$ cat src/rtl/rx_err_pkg.sv
package rx_err_pkg;
  localparam int ERR_W      = 6;
  localparam int IDX_UNLOCK = 0;
  localparam int IDX_VALID  = 1;
  localparam int IDX_CODING = 2;
  localparam int IDX_PARITY = 3;
  localparam int IDX_CRC_A  = 4;
  localparam int IDX_CRC_B  = 5;
  localparam logic [ERR_W-1:0] CRC_CLASS = ERR_W'((1 << IDX_CRC_A) | (1 << IDX_CRC_B));

  typedef enum logic [1:0] {
    HOLD_PASS   = 2'b00,
    HOLD_REPEAT = 2'b01,
    HOLD_MUTE   = 2'b10,
    HOLD_RSVD   = 2'b11
  } hold_mode_e;
endpackage

$ cat src/rtl/rx_err_gate.sv
module rx_err_gate
  import rx_err_pkg::*;
#(
  parameter int                W        = ERR_W,
  parameter logic [W-1:0]      NO_SUBST = CRC_CLASS
) (
  input  logic         vld,
  input  logic [W-1:0] flags,
  input  logic [W-1:0] enable,
  output logic [W-1:0] hit,
  output logic         any_hit,
  output logic         affect
);
  logic [W-1:0] subst;

  for (genvar i = 0; i < W; i++) begin : g_bit
    assign hit[i] = vld & flags[i] & enable[i];
    if (NO_SUBST[i]) begin : g_keep
      assign subst[i] = 1'b0;
    end else begin : g_alter
      assign subst[i] = hit[i];
    end
  end

  assign any_hit = |hit;
  assign affect  = |subst;
endmodule

$ cat src/rtl/rx_err_sticky.sv
module rx_err_sticky #(
  parameter int W = 6
) (
  input  logic         clk,
  input  logic         rst_n,
  input  logic         rd,
  input  logic [W-1:0] hit,
  output logic [W-1:0] log_q
);
  logic [W-1:0] log_d;
  logic         log_en;

  always_comb begin
    log_en = rd | (|hit);
    log_d  = (rd ? '0 : log_q) | hit;
  end

  always_ff @(posedge clk or negedge rst_n) begin
    if (!rst_n)      log_q <= '0;
    else if (log_en) log_q <= log_d;
  end

  assert_keep_R3: assert property (@(posedge clk) disable iff (!rst_n)
    !rd |=> ((log_q & $past(log_q)) == $past(log_q)));

  assert_set_R2: assert property (@(posedge clk) disable iff (!rst_n)
    (|hit) |=> ((log_q & $past(hit)) == $past(hit)));

  assert_clear_R4: assert property (@(posedge clk) disable iff (!rst_n)
    (rd && hit == '0) |=> (log_q == '0));
endmodule

$ cat src/rtl/rx_err_pulse.sv
module rx_err_pulse (
  input  logic clk,
  input  logic rst_n,
  input  logic any_hit,
  output logic pulse_q
);
  logic pulse_d;

  always_comb pulse_d = any_hit;

  always_ff @(posedge clk or negedge rst_n) begin
    if (!rst_n) pulse_q <= 1'b0;
    else        pulse_q <= pulse_d;
  end
endmodule

$ cat src/rtl/rx_sample_cond.sv
module rx_sample_cond
  import rx_err_pkg::*;
#(
  parameter int SW = 24
) (
  input  logic          clk,
  input  logic          rst_n,
  input  logic          vld,
  input  logic [SW-1:0] din,
  input  logic [1:0]    hold,
  input  logic          affect,
  output logic          vld_q,
  output logic [SW-1:0] dout_q
);
  hold_mode_e    mode;
  logic [SW-1:0] dout_d;
  logic          dout_en;

  always_comb begin
    mode    = hold_mode_e'(hold);
    dout_en = vld;
    dout_d  = din;
    if (affect) begin
      case (mode)
        HOLD_REPEAT: dout_d = dout_q;
        HOLD_MUTE:   dout_d = '0;
        default:     dout_d = din;
      endcase
    end
  end

  always_ff @(posedge clk or negedge rst_n) begin
    if (!rst_n) begin
      vld_q  <= 1'b0;
      dout_q <= '0;
    end else begin
      vld_q <= vld;
      if (dout_en) dout_q <= dout_d;
    end
  end

  assert_repeat_R9: assert property (@(posedge clk) disable iff (!rst_n)
    (vld && affect && hold == 2'b01) |=> $stable(dout_q));

  assert_mute_R10: assert property (@(posedge clk) disable iff (!rst_n)
    (vld && affect && hold == 2'b10) |=> (dout_q == '0));

  assert_idle_R12: assert property (@(posedge clk) disable iff (!rst_n)
    !vld |=> (!vld_q && $stable(dout_q)));
endmodule

$ cat src/rtl/rx_err_log.sv
module rx_err_log
  import rx_err_pkg::*;
#(
  parameter int SAMPLE_W = 24
) (
  input  logic                clk,
  input  logic                rst_n,
  input  logic                sample_vld,
  input  logic [SAMPLE_W-1:0] sample_in,
  input  logic [ERR_W-1:0]    err_flags,
  input  logic [ERR_W-1:0]    err_mask,
  input  logic [1:0]          hold_mode,
  input  logic                reg_rd,
  output logic [ERR_W-1:0]    err_log,
  output logic                err_irq,
  output logic                err_pulse,
  output logic                sample_out_vld,
  output logic [SAMPLE_W-1:0] sample_out
);
  logic [ERR_W-1:0] hit;
  logic             any_hit;
  logic             affect;

  rx_err_gate #(.W(ERR_W), .NO_SUBST(CRC_CLASS)) u_gate (
    .vld     (sample_vld),
    .flags   (err_flags),
    .enable  (err_mask),
    .hit     (hit),
    .any_hit (any_hit),
    .affect  (affect)
  );

  rx_err_sticky #(.W(ERR_W)) u_sticky (
    .clk   (clk),
    .rst_n (rst_n),
    .rd    (reg_rd),
    .hit   (hit),
    .log_q (err_log)
  );

  rx_err_pulse u_pulse (
    .clk     (clk),
    .rst_n   (rst_n),
    .any_hit (any_hit),
    .pulse_q (err_pulse)
  );

  rx_sample_cond #(.SW(SAMPLE_W)) u_cond (
    .clk    (clk),
    .rst_n  (rst_n),
    .vld    (sample_vld),
    .din    (sample_in),
    .hold   (hold_mode),
    .affect (affect),
    .vld_q  (sample_out_vld),
    .dout_q (sample_out)
  );

  assign err_irq = |err_log;

  assert_irq_rise_R7: assert property (@(posedge clk) disable iff (!rst_n)
    $rose(err_irq) |-> err_pulse);

  assert_pulse_src_R6: assert property (@(posedge clk) disable iff (!rst_n)
    err_pulse |-> $past(sample_vld));

  assert_masked_R5: assert property (@(posedge clk) disable iff (!rst_n)
    ((err_flags & err_mask) == '0 && !reg_rd) |=> ($stable(err_log) && !err_pulse));

  assert_crc_pass_R11: assert property (@(posedge clk) disable iff (!rst_n)
    (sample_vld && (err_flags & err_mask & ~CRC_CLASS) == '0) |=> (sample_out == $past(sample_in)));
endmodule

$ cat config.mk
export PLATFORM = sky130hd
export DESIGN_NAME = rx_err_log
export DESIGN_NICKNAME = d
export VERILOG_FILES = /design/src/rtl/rx_err_pkg.sv /design/src/rtl/rx_err_gate.sv /design/src/rtl/rx_err_sticky.sv /design/src/rtl/rx_err_pulse.sv /design/src/rtl/rx_sample_cond.sv /design/src/rtl/rx_err_log.sv
export SDC_FILE = /design/constraint.sdc
export NUM_CORES = 1
export LEC_CHECK = 0
export BUFFER_PORTS_ARGS = -buffer_cell sky130_fd_sc_hd__buf_4
export CORE_MARGIN = 4
export CORE_UTILIZATION = 47
export DETAILED_ROUTE_END_ITERATION = 8
export PLACE_DENSITY = 0.78
export SYNTH_ARGS = -nofsm -noshare
export SYNTH_HDL_FRONTEND = slang
export SYNTH_SLANG_ARGS = --single-unit
$ cat constraint.sdc
create_clock -name clk -period 1 [get_ports clk]
set_clock_uncertainty 0.15 [all_clocks]
set_input_delay 0.15 -clock clk [delete_from_list [all_inputs] [get_ports clk]]
set_output_delay 0.15 -clock clk [all_outputs]
set_load 0.03 [all_outputs]
==> results by group, run 1 <==
Clock network
  – CTS Buffer Depth: 2
  – Number of H-tree levels: 2
  – Cts hold-fix bufs: 38
  – Clock sink count: 32
  – Post-CTS setup buffers: 25
  – CTS Buf Count: 5
  – CTS root buf: clkbuf_4
  – CTS resizes: 60

Floorplan
  – # IOs: 75
  – # rows: 21
  – Die Y: just under 70 um
  – Die width: between 60 and 70 um
  – Initial core utilization: between 40% and 50%

Logic synthesis
  – Synth async-reset ratio: between 90% and 100%
  – EDFF count, synth: 0
  – Ys flop type: dfrtp_1
  – Synth warn: 0
  – Mean post-synth cell area: between 10 and 15 sq um
  – Seq cells post-synth: 32
  – Mapped Nets: approximately 210
  – Synthesized cell area: around 1700 sq um
  – Yosys cell types: 19
  – Gate Count Post-Synth: ~170
  – Sequential share of the synthesized area: 47.3%

Run status
  – Status: did not finish
  – Error msg: [ERROR DPL-0033] detailed placement checks failed during check placement.
  – Failed at: clock tree synthesis

Placed design
  – Routability cong.: around 0.78
  – Final HPWL DP: between 3000 and 4000 um
  – Port Buffers: 74
logic make-up after synthesis:
family                 after synthesis  share of synthesized area, %
AND/OR/NAND/NOR                     83                          23.0
buffers and inverters               19                          5.61
AO/OA/AOI/OAI                       35                          24.1
flip-flops                          32                          47.3
synth_stat cells (all sizes together) (2+ instances only):
master,count,area (sq um)
nand2b,24,150
nor2b,2,12.5
a22o,2,17.5
inv,6,22.5
o221ai,24,335
dfrtp,32,801
o21ai,6,30.0
nand3,7,35.0
buf,5,42.5
clkbuf,8,30.0
nand2,48,180
per-stage QoR:
step	util, %	instance area, sq um	setup TNS, ps	std cells	worst slack (ps)
2_1_floorplan	-	1720	-4550	169	-276
3_3_place_gp	69.6	2380	-8550	288	-349
3_5_place_dp	69.6	2380	-8990	288	-367
==> inputs of run 2 (changes only) <==
CORE_UTILIZATION = 34   (was 47)
PLACE_DENSITY = unset   (was 0.78)
PLACE_DENSITY_LB_ADDON = 0.15   (was unset)
==> run 2 against run 1 <==
The flow now finishes, with violations (negative setup slack); area after synthesis did not move; synthesized cell count unchanged.
==> results by group, run 2 <==
Logic synthesis
  – Yosys cell types: 19 (unchanged)
  – Gate Count Post-Synth: 169 (unchanged)
  – Synth async-reset ratio: 100% (unchanged)
  – Biggest area consumer among synthesized cells: dfrtp_1
  – Area contributors post-synth: dfrtp_1 47%, o221ai_2 18%, nand2_1 11%
  – Sequential share of the synthesized area: 47.3% (unchanged)
  – Synth warn: 0 (unchanged)
  – Most common cell in the synthesized netlist: nand2_1
  – Mean post-synth cell area: 10.0 sq um (unchanged)
  – Synthesized cell area: 1690 sq um (unchanged)
  – Synth top cells by count: 48 x nand2_1, 32 x dfrtp_1, 24 x nand2b_1
  – Mapped Nets: 211 (unchanged)
  – Seq cells post-synth: 32 (unchanged)
  – Ys flop type: dfrtp_1
  – EDFF count, synth: 0 (unchanged)
  – Share of the synthesized area in the top cell type: 47.3% (unchanged)

STA
  – Slew headroom: slightly above 70%
  – Final hold vios: 0
  – Tmin final: 1520 ps
  – RSZ-0062 raised after global routing: true
  – F_max: 659 MHz
  – Period utilisation layout: 152%
  – Final Max Slew Viols: 0
  – Setup TNS: -7930 ps
  – Final setup margin: -518 ps
  – Worst slew pin tran: between 400 and 500 ps
  – Final setup fails: between 50 and 60

Global route
  – Largest net degree at the start of global routing: 33
  – Vias in the first global route: 1783
  – First-pass GRT wire length: around 8400 um
  – Grt ovf: 0
  – Gr usage total: around 17%
  – Antenna violations before repair: 0

Layout
  – Layout cells sized above 1: 53.9%
  – Area growth from synthesis to final layout: 89.1%
  – Fill cell count: between 300 and 400
  – Most frequent cells in the layout: 63 x buf_4, 48 x nand2_1, 48 x buf_6
  – Top flop regs: u_cond.dout_q x24, u_sticky.log_q x6
  – Fin area: between 3000 and 4000 sq um
  – Flip-flop count of the largest register after layout: 24
  – Inserted Diodes: 0
  – Largest register by flop count: u_cond.dout_q
  – Nets: 336
  – Register area: 803 sq um
  – Commonest non-fill, non-tap cell in the layout: buf_4
  – Area taken by multi-input logic gates: around 900 sq um

Setup path
  – R2R Setup Slk: -90 ps
  – Critical path peak fanout: 2
  – CP Launch Type: flip-flop
  – Slowest-stage cell, CP: dfrtp_1
  – Element type at the critical path end: output pin
  – WP data arrival: ~1200 ps
  – Crit path buffers/inverters: 1
  – Worst path max stage delay: between 400 and 500 ps
  – Worst Path Required: approximately 700 ps
  – CP cell instances: nor4_4 -> nand3_2 -> buf_6
  – Worst path top cell family by delay: flip-flops
  – Kind of critical path: flip-flop to output pin

Placed design
  – Post-DP Area: 2420 sq um (+1.6%)
  – Port Buffers: 74 (unchanged)
  – Routability cong.: 0.709 (-9.3%)
  – Pre-CTS worst setup slack: -409 ps (-42.4 ps)
  – Final HPWL DP: 3210 um (+0.49%)

Clock network
  – Clock sink count: 32 (unchanged)
  – TritonCTS clock tree: built
  – Reg clk slew, reported paths: roughly 70 ps
  – CTS root buf: clkbuf_8
  – CTS Buf Count: 5 (unchanged)
  – CTS Buffer Depth: 2 (unchanged)
  – Number of H-tree levels: 2 (unchanged)
  – Clock Latency Late Sink: around 280 ps

Floorplan
  – # rows: 25 (+19%)
  – Die Area: about 6200 sq um
  – Initial core utilization: 35.4% (-14 points)
  – Die width: 78.6 um (+16%)
  – Core area: approximately 4800 sq um
  – # IOs: 75 (unchanged)
  – Die Y: 78.6 um (+16%)

Run
  – Max capacitance violation total: 0

Detailed routing
  – Routed WL per cell: between 10 and 15 um
  – 1st-iter DRT viols: 80
  – Total number of vias: around 1700
  – Detailed Route WL: 5130 um
  – # DRC: 0
  – DR vias/cell: approximately 4.8
  – Antenna-violating nets left: 0
  – 1st-pass router iterations: 4

Power
  – Leakage: 1.43 nW
  – Tot Pwr: between 4 and 5 mW
  – Max IR drop VDD: between 0.9 and 1 mV
  – Power Dens Cells: approximately 1400 nW/um^2

Hold path
  – Hold Path Class: primary input to flip-flop

Run status
  – Failing checks: negative setup slack
  – Status: finished with violations
run 2: cell counts after synthesis:
No cell type changed its count.
run 2: repair_timing:
| action | CTS | global route |
|---|---|---|
| hold buffers | 13 | 0 |
| buffers inserted | 27 | 8 |
| hold endpoints to repair | 39 | 0 |
| cloned | 4 | 0 |
| resized for setup | 63 | 10 |
| pin swaps | 6 | 6 |
| setup endpoints to repair | 58 | 61 |
run 2: worst reg2reg max path: stages, from the launching register on:
cell and delay (ps):
dfrtp_1 400, buf_4 140, buf_4 130, nand2_1 60
o221ai_2 90
run 2: cell type report:
cell class	instances	share of cell area (%)
Multi-Input combinational cell	118	28.2
Tap cell	67	2.62
Inverter	6	0.703
Clock buffer	8	3.13
Timing Repair Buffer	131	40.3
Sequential cell	32	25.1
run 2: path summary, 6_finish.rpt:
check,start,end,cells past startpoint
max,u_sticky.log_q[5],err_irq,3
min,err_flags[5],u_sticky.log_q[5],3
max reg2reg,u_cond.dout_q[6],u_cond.dout_q[6],4
min reg2reg,u_cond.dout_q[12],u_cond.dout_q[12],2
max in group asynchronous,rst_n,u_sticky.log_q[2],2
min in group asynchronous,rst_n,u_sticky.log_q[0],2
run 2: logic make-up (layout without fill, tap and decap cells):
logic type	count (synthesis)	after routing	share of synthesized area, %
buffers and inverters	19	145	5.61
AOI/OAI and AO/OA	35	35	24.1
and+or+nand+nor	83	83	23.0
DFF	32	32	47.3
run 2: power by group:
| part | leakage [nW] | switching, mW | total [mW] | internal, mW |
|---|---|---|---|---|
| logic | 0.986 | 0.889 | 1.91 | 1.02 |
| registers | 0.395 | 0.143 | 1.60 | 1.46 |
| clock network | 0.0515 | 0.463 | 1.09 | 0.628 |
run 2: routing by layer:
metal  share of wire (%)  vias up  GRT usage (%)  wire (um)
met1                  42      841           21.8       2140
met5                   0        -              0          0
met3                 5.3        7           5.28        274
met2                  52       46           28.9       2650
met4                 1.3        0           5.24         65
li1                    -      836              -          -
run 2: through the flow:
step                      cells  util, %  hold slack [ps]
after floorplan             169        -             -296
after detailed placement    309     50.5            -38.3
after global routing        362     66.9             10.5
after CTS                   361     66.9             1.07
after global placement      309     50.5            -34.0
final                       362     66.9             3.92
No activity file was read; power rests on OpenSTA's default activity.
